`config.mk`:
```
export PLATFORM = sky130hd
export DESIGN_NAME = lnk_monitor
export DESIGN_NICKNAME = d
export VERILOG_FILES = /design/src/rtl/lnkmon_pkg.sv /design/src/rtl/lnk_pulse_qual.sv /design/src/rtl/lnk_beat_track.sv /design/src/rtl/lnk_tx_pulser.sv /design/src/rtl/lnk_port_sel.sv /design/src/rtl/lnk_monitor.sv
export SDC_FILE = /design/constraint.sdc
export NUM_CORES = 1
export LEC_CHECK = 0
export BUFFER_PORTS_ARGS = -buffer_cell sky130_fd_sc_hd__buf_2
export CORE_MARGIN = 4
export CORE_UTILIZATION = 60
export DETAILED_ROUTE_END_ITERATION = 7
export GPL_TIMING_DRIVEN = 0
export PLACE_DENSITY = 0.87
export SLEW_MARGIN = 20
export SYNTH_ARGS = -nofsm -noshare
export SYNTH_HDL_FRONTEND = slang
export SYNTH_SLANG_ARGS = --single-unit
```
`constraint.sdc`:
```
create_clock -name clk -period 2.4 [get_ports clk]
set_input_delay 0 -clock clk [delete_from_list [all_inputs] [get_ports clk]]
set_output_delay 0 -clock clk [all_outputs]
set_load 0.01 [all_outputs]
```
`src/rtl/lnkmon_pkg.sv`:
```
package lnkmon_pkg;
  typedef enum logic {
    PORT_AUI = 1'b0,
    PORT_TP  = 1'b1
  } port_e;
endpackage

```
`src/rtl/lnk_pulse_qual.sv`:
```
module lnk_pulse_qual #(
  parameter int W_MIN = 1,
  parameter int W_MAX = 4
) (
  input  logic clk,
  input  logic rst_n,
  input  logic pulse_i,
  input  logic frame_i,
  output logic beat_o
);
  localparam int WW = $clog2(W_MAX + 2);
  localparam logic [WW-1:0] WSAT = WW'(W_MAX + 1);
  localparam logic [WW-1:0] WLO  = WW'(W_MIN);
  localparam logic [WW-1:0] WHI  = WW'(W_MAX);

  logic [WW-1:0] wid_q;
  logic          fall;

  assign fall = !pulse_i && (wid_q != '0);

  always_ff @(posedge clk or negedge rst_n) begin
    if (!rst_n) begin
      wid_q  <= '0;
      beat_o <= 1'b0;
    end else begin
      if (pulse_i && !frame_i)
        wid_q <= (wid_q == WSAT) ? wid_q : wid_q + 1'b1;
      else
        wid_q <= '0;
      beat_o <= fall && !frame_i && (wid_q >= WLO) && (wid_q <= WHI);
    end
  end

  // a qualified beat is a single-cycle event
  assert_beat_single_R1: assert property (@(posedge clk) disable iff (!rst_n)
    beat_o |=> !beat_o);
endmodule

```
`src/rtl/lnk_beat_track.sv`:
```
module lnk_beat_track #(
  parameter int SEP_MIN    = 60000,
  parameter int SEP_MAX    = 3000000,
  parameter int LOSS       = 2400000,
  parameter int GOOD_BEATS = 2
) (
  input  logic clk,
  input  logic rst_n,
  input  logic clear_i,
  input  logic beat_i,
  input  logic frame_i,
  output logic link_good_o
);
  localparam int GW = $clog2(SEP_MAX + 2);
  localparam int IW = $clog2(LOSS + 1);
  localparam int RW = $clog2(GOOD_BEATS + 1);
  localparam logic [GW-1:0] GSAT   = GW'(SEP_MAX + 1);
  localparam logic [GW-1:0] SMIN_C = GW'(SEP_MIN);
  localparam logic [GW-1:0] SMAX_C = GW'(SEP_MAX);
  localparam logic [IW-1:0] LOSS_C = IW'(LOSS);
  localparam logic [RW-1:0] GOOD_C = RW'(GOOD_BEATS);
  localparam logic [RW-1:0] ONE_R  = RW'(1);

  logic [GW-1:0] gap_q;
  logic [IW-1:0] idle_q;
  logic [RW-1:0] run_q, run_nx;
  logic          noise, take, far, expired;

  assign noise   = beat_i && (gap_q < SMIN_C);
  assign take    = beat_i && !noise;
  assign far     = gap_q > SMAX_C;
  assign expired = idle_q == LOSS_C;

  always_comb begin
    run_nx = run_q;
    if (take) begin
      if (far)                run_nx = ONE_R;
      else if (run_q < GOOD_C) run_nx = run_q + 1'b1;
    end
  end

  always_ff @(posedge clk or negedge rst_n) begin
    if (!rst_n) begin
      gap_q       <= GSAT;
      idle_q      <= '0;
      run_q       <= '0;
      link_good_o <= 1'b0;
    end else if (clear_i) begin
      gap_q       <= GSAT;
      idle_q      <= '0;
      run_q       <= '0;
      link_good_o <= 1'b0;
    end else begin
      if (take)               gap_q <= GW'(1);
      else if (gap_q != GSAT) gap_q <= gap_q + 1'b1;

      if (take || frame_i) idle_q <= '0;
      else if (!expired)   idle_q <= idle_q + 1'b1;

      if (expired) begin
        run_q       <= take ? ONE_R : '0;
        link_good_o <= take && (GOOD_BEATS <= 1);
      end else begin
        run_q <= run_nx;
        if (run_nx >= GOOD_C) link_good_o <= 1'b1;
      end
    end
  end

  // a too-close beat leaves the run untouched
  assert_noise_ignored_R2: assert property (@(posedge clk) disable iff (!rst_n)
    (noise && !expired && !clear_i) |=> $stable(run_q));
  // the link only comes up on a beat
  assert_link_rise_R4: assert property (@(posedge clk) disable iff (!rst_n)
    $rose(link_good_o) |-> $past(beat_i));
  // an expired loss timer takes the link down
  assert_loss_drops_R5: assert property (@(posedge clk) disable iff (!rst_n)
    (expired && !take) |=> !link_good_o);
endmodule

```
`src/rtl/lnk_tx_pulser.sv`:
```
module lnk_tx_pulser #(
  parameter int GAP = 320000,
  parameter int LEN = 2
) (
  input  logic clk,
  input  logic rst_n,
  input  logic en_i,
  input  logic tx_en_i,
  output logic lp_o
);
  localparam int CW = $clog2(GAP);
  localparam int LW = $clog2(LEN + 1);
  localparam logic [CW-1:0] LAST = CW'(GAP - 1);
  localparam logic [LW-1:0] LEN_C = LW'(LEN);

  logic [CW-1:0] cnt_q;
  logic [LW-1:0] len_q;
  logic          fire;

  assign fire = en_i && !tx_en_i && (cnt_q == LAST);
  assign lp_o = len_q != '0;

  always_ff @(posedge clk or negedge rst_n) begin
    if (!rst_n) begin
      cnt_q <= '0;
      len_q <= '0;
    end else begin
      if (!en_i || tx_en_i || fire) cnt_q <= '0;
      else                          cnt_q <= cnt_q + 1'b1;

      if (!en_i)          len_q <= '0;
      else if (fire)      len_q <= LEN_C;
      else if (len_q != 0) len_q <= len_q - 1'b1;
    end
  end

  // a pulse only starts while the transmitter is idle
  assert_start_idle_R6: assert property (@(posedge clk) disable iff (!rst_n)
    $rose(lp_o) |-> !$past(tx_en_i));
  // no pulse once pulses are disabled
  assert_quiet_when_off_R8: assert property (@(posedge clk) disable iff (!rst_n)
    !$past(en_i) |-> !lp_o);
endmodule

```
`src/rtl/lnk_port_sel.sv`:
```
module lnk_port_sel
  import lnkmon_pkg::*;
#(
  parameter int SETTLE = 20000
) (
  input  logic clk,
  input  logic rst_n,
  input  logic auto_i,
  input  logic man_tp_i,
  input  logic link_good_i,
  output logic sel_tp_o,
  output logic ready_o
);
  localparam int SW = $clog2(SETTLE + 1);
  localparam logic [SW-1:0] SET_C = SW'(SETTLE);

  port_e         sel_q, want;
  logic [SW-1:0] wait_q;

  assign want     = (auto_i ? link_good_i : man_tp_i) ? PORT_TP : PORT_AUI;
  assign sel_tp_o = sel_q == PORT_TP;
  assign ready_o  = wait_q == '0;

  always_ff @(posedge clk or negedge rst_n) begin
    if (!rst_n) begin
      sel_q  <= PORT_AUI;
      wait_q <= '0;
    end else begin
      sel_q <= want;
      if (want != sel_q)    wait_q <= SET_C;
      else if (wait_q != 0) wait_q <= wait_q - 1'b1;
    end
  end

  // a port change always opens the settle window
  assert_settle_on_change_R9: assert property (@(posedge clk) disable iff (!rst_n)
    !$stable(sel_q) |-> !ready_o);
endmodule

```
`src/rtl/lnk_monitor.sv`:
```
module lnk_monitor #(
  parameter int W_MIN      = 1,
  parameter int W_MAX      = 4,
  parameter int SEP_MIN    = 60000,
  parameter int SEP_MAX    = 3000000,
  parameter int LOSS       = 2400000,
  parameter int GOOD_BEATS = 2,
  parameter int TX_GAP     = 320000,
  parameter int TX_LEN     = 2,
  parameter int SETTLE     = 20000
) (
  input  logic clk,
  input  logic rst_n,
  input  logic rx_pulse_i,
  input  logic rx_frame_i,
  input  logic tx_en_i,
  input  logic pol_rev_i,
  input  logic auto_sel_i,
  input  logic man_tp_i,
  input  logic standby_i,
  output logic link_n_o,
  output logic pol_n_o,
  output logic flag_oe_o,
  output logic lp_o,
  output logic port_tp_o,
  output logic port_oe_o,
  output logic port_ready_o
);
  logic beat, link_good, lp_en;

  lnk_pulse_qual #(.W_MIN(W_MIN), .W_MAX(W_MAX)) u_qual (
    .clk(clk), .rst_n(rst_n), .pulse_i(rx_pulse_i), .frame_i(rx_frame_i),
    .beat_o(beat));

  lnk_beat_track #(.SEP_MIN(SEP_MIN), .SEP_MAX(SEP_MAX), .LOSS(LOSS),
                   .GOOD_BEATS(GOOD_BEATS)) u_track (
    .clk(clk), .rst_n(rst_n), .clear_i(standby_i), .beat_i(beat),
    .frame_i(rx_frame_i), .link_good_o(link_good));

  assign lp_en = !standby_i && (auto_sel_i || man_tp_i);

  lnk_tx_pulser #(.GAP(TX_GAP), .LEN(TX_LEN)) u_pulser (
    .clk(clk), .rst_n(rst_n), .en_i(lp_en), .tx_en_i(tx_en_i), .lp_o(lp_o));

  lnk_port_sel #(.SETTLE(SETTLE)) u_port (
    .clk(clk), .rst_n(rst_n), .auto_i(auto_sel_i), .man_tp_i(man_tp_i),
    .link_good_i(link_good), .sel_tp_o(port_tp_o), .ready_o(port_ready_o));

  assign link_n_o  = !link_good;
  assign pol_n_o   = link_good ? !pol_rev_i : 1'b1;
  assign flag_oe_o = port_tp_o && !standby_i;
  assign port_oe_o = auto_sel_i && !standby_i;

  // a failed link never reports a polarity fault
  assert_pol_masked_R10: assert property (@(posedge clk) disable iff (!rst_n)
    link_n_o |-> pol_n_o);
endmodule

```
==> flow_summary.ini <==
[flow_run]
cap_viol_max_count = 0

[floorplanning]
placementRows = 31
chipWidth_um = 96.0
top_level_ports = 16
die-area_um2 = 9220
start_util_pct = 62.8
die_h_um = 96.0
floorplan.core_area_um2 = 7410

[routing]
route.final.wire_length_mm = 9.08
ant_nets = 0
drt_drc_violations_left = 0
drtPass1Iterations = 4
post_drt_via_cell_ratio = 5.73
route.detailed.wl_per_inst_um = 14.6
dr_total_vias = 3576
drt_first_iter_violations = 195

[global_route]
grt_busiest_layer = met2
first_global_vias = 3566
grt_max_degree = 56
antenna_found_initial = 0
grt_first_pass_wirelength_mm = 16.0
met3_usage_pct = 3.83
gr-usage-met1_pct = 28.5
globalRouteTotalUtil_pct = 22.3
overflow = 0
use_met2_pct = 37.9

[timing]
finalSetupViolCount = 0
fmax_ghz = 0.466
fin_setup_tns_ns = 0
grt_setup_unrepaired = no
drv_slew = 0
finalClockSkew_ns = 0.0129
slew_headroom_pct = 52.5
final-hold-violation-count = 0
max_slew.worst_pin.slew_ns = 0.710
time_the_final_worst_path_needs_with_i_o_delays_and_setup_ns = 2.15
final_min_period_over_clock_period_pct = 89.5

[logic_synthesis]
synth_most_common_cell = sky130_fd_sc_hd__nor2_1
synth_cell_type_count = 50
sequential_cell_area_fraction_in_the_yosys_report_pct = 47.6
ys.warnings.count = 0
ys_ff_latch = 88
synth_flop_cell = sky130_fd_sc_hd__dfrtp_1
netlist_area_pre_place_um2 = 4650
synth_enable_flop_cells = 0
yosysTopAreaCell = sky130_fd_sc_hd__dfrtp_1
synth.area.top_cells = sky130_fd_sc_hd__dfrtp_1 41%, sky130_fd_sc_hd__xor2_1 7.0%, sky130_fd_sc_hd__nor2_1 6.3%
synth_fp_nets = 505
synth.top_cells.by_count = 78 x sky130_fd_sc_hd__nor2_1, 77 x sky130_fd_sc_hd__dfrtp_1, 37 x sky130_fd_sc_hd__xor2_1, 34 x sky130_fd_sc_hd__nand2_1, 33 x sky130_fd_sc_hd__xnor2_1
syn-mean-instance-area_um2 = 9.59
synthArstFlopShare_pct = 100
netlist_instances = 485
synth.top_cell.area_share_pct = 41.4

[outcome]
outcome = finished clean

[clocking]
clock_latency_late_sink_ns = 0.36
cts_setup_buffers = 0
cts_max_path_buffers = 2
cts-root-buf = sky130_fd_sc_hd__clkbuf_8
cts_tree = done
cts_num_sinks = 88
cts-htree-levels = 3
tritoncts.num_buffers = 9
post_cts_clock_slew_at_the_launch_and_capture_registers_of_the_worst_setup_and_hold_paths_ns = 0.10

[power]
combinationalPowerShare_pct = 20.5
switching_power_w = 0.00106
power.share.sequential_pct = 51.4
p_sw_share_pct = 31.7
p_int_w = 0.00228
power_per_cell_area_nw_per_um2 = 648
maximum_vdd_ir_drop_v = 0.000313
static-leakage-power_nw = 2.19
clkPwrFrac_pct = 28.1

[critical_path]
reg_to_reg_setup_timing_slack_ns = 0.30
worst_setup_path_start_kind = register
worstPathMaxFanout = 10
critPathRequiredTime_ns = 2.40
critPathCaptureType = output pin
worstPathArrival_ns = 2.15
critical_path_class = reg -> out

[final_layout]
fin_nets = 540
layout.filler_cells = 545
diodes = 0
syn2layout_area_growth_pct = 10.6
drive_above_1_share_pct = 11.6
utilization_pct = 69.4

[min_path]
min_path_type = in -> async

[placed_design]
portBuffers = 15
post-dp-hpwl_mm = 6.36
place_congestion = 0.845
## per-layer routing
layer	up-vias	routed length (um)
met5	-	0
met1	1748	4060
li1	1742	-
met3	17	318
met4	0	154
met2	69	4550
## metrics by stage
stage	area, um^2	cells	worst slack [ns]	power, W	hold WS (ns)
2_1_floorplan	4650	485	0.565	0.00219	-0.296
3_3_place_gp	4850	599	0.147	0.00234	0.178
3_5_place_dp	4880	600	0.0910	0.00240	-0.0225
4_1_cts	5140	624	0.0972	0.00336	0.130
5_1_grt	5140	624	0.0872	0.00353	0.156
6_report	5140	624	0.252	0.00333	0.127
## cells in the final DEF (no fill, tap or decap), types with 10 or more instances in the layout
| cell type | count |
|---|---|
| sky130_fd_sc_hd__dfstp_2 | 11 |
| sky130_fd_sc_hd__ha_1 | 11 |
| sky130_fd_sc_hd__xor2_1 | 37 |
| sky130_fd_sc_hd__xnor2_1 | 33 |
| sky130_fd_sc_hd__nand4_1 | 15 |
| sky130_fd_sc_hd__buf_2 | 17 |
| sky130_fd_sc_hd__nand2_1 | 34 |
| sky130_fd_sc_hd__inv_1 | 21 |
| sky130_fd_sc_hd__dfrtp_1 | 77 |
| sky130_fd_sc_hd__nor3_1 | 22 |
| sky130_fd_sc_hd__nor2_1 | 78 |
| sky130_fd_sc_hd__nand3_1 | 29 |
| sky130_fd_sc_hd__and4_1 | 10 |
| sky130_fd_sc_hd__o21bai_1 | 11 |
## final timing paths
| path | startpoint | endpoint | cells past startpoint |
|---|---|---|---|
| setup / recovery | u_port.wait_q[6]$_DFFE_PN0P_ | port_ready_o | 6 |
| hold / removal | rst_n | u_pulser.cnt_q[13]$_DFF_PN0_ | 2 |
| setup reg to reg | u_pulser.cnt_q[0]$_DFF_PN0_ | u_pulser.cnt_q[11]$_DFF_PN0_ | 7 |
| hold reg to reg | u_pulser.cnt_q[0]$_DFF_PN0_ | u_pulser.cnt_q[0]$_DFF_PN0_ | 1 |
| max in group asynchronous | rst_n | u_track.gap_q[15]$_DFFE_PN1P_ | 3 |
| min in group clk | pol_rev_i | pol_n_o | 3 |
## registers in the layout, indices dropped and copies added (netlist names)
signal               count
u_track.gap_q           22
u_track.idle_q          22
u_pulser.cnt_q          19
u_port.wait_q           15
u_qual.wid_q             3
u_pulser.len_q           2
u_track.run_q            2
u_port.sel_tp_o          1
u_qual.beat_o            1
u_track.link_good_o      1
## cells by family after synthesis
| kind of cell | count (synthesis) | share of synthesized area [%] |
|---|---|---|
| flops | 88 | 47.6 |
| fa+ha+maj | 11 | 2.96 |
| mux | 3 | 0.646 |
| buf+inv | 31 | 2.91 |
| simple gates | 236 | 25.7 |
| compound gates | 46 | 6.97 |
| xor+xnor | 70 | 13.2 |
## worst max-delay path, stage by stage, from the launching register on
cell and delay (ns):
sky130_fd_sc_hd__dfrtp_1 0.42, sky130_fd_sc_hd__or4_1 0.59, sky130_fd_sc_hd__nor3_2 0.19, sky130_fd_sc_hd__buf_2 0.25, sky130_fd_sc_hd__nand3_2 0.15, sky130_fd_sc_hd__inv_1 0.08, sky130_fd_sc_hd__buf_2 0.12
## repair_timing
| item | 4_1_cts | 5_1_grt |
|---|---|---|
| hold buffers | 8 | 0 |
| endpoints found under the hold margin | 74 | 0 |
| gates resized for setup | 0 | 1 |
| endpoints found under the setup margin | 0 | 10 |
## final cells by class
cell class,instances,area (um^2),area share (%)
Tap cell,99,124,2.41
Multi-Input combinational cell,366,2300,44.8
Sequential cell,88,2220,43.1
Timing Repair Buffer,24,185,3.60
Clock buffer,9,124,2.41
Buffer,10,56.3,1.09
Clock inverter,7,56.3,1.09
Inverter,21,78.8,1.53
## power groups by stage
| stage | clock [W] | sequential [W] | combinational, W |
|---|---|---|---|
| 6_report | 0.000938 | 0.00171 | 0.000684 |
| 5_1_grt | 0.00104 | 0.00173 | 0.000771 |
| 4_1_cts | 0.000965 | 0.00171 | 0.000688 |
| 3_5_place_dp | 0 | 0.00174 | 0.000661 |
| 3_3_place_gp | 0 | 0.00173 | 0.000611 |
| 2_1_floorplan | 0 | 0.00171 | 0.000481 |
Power figures use the tool's default switching activity.
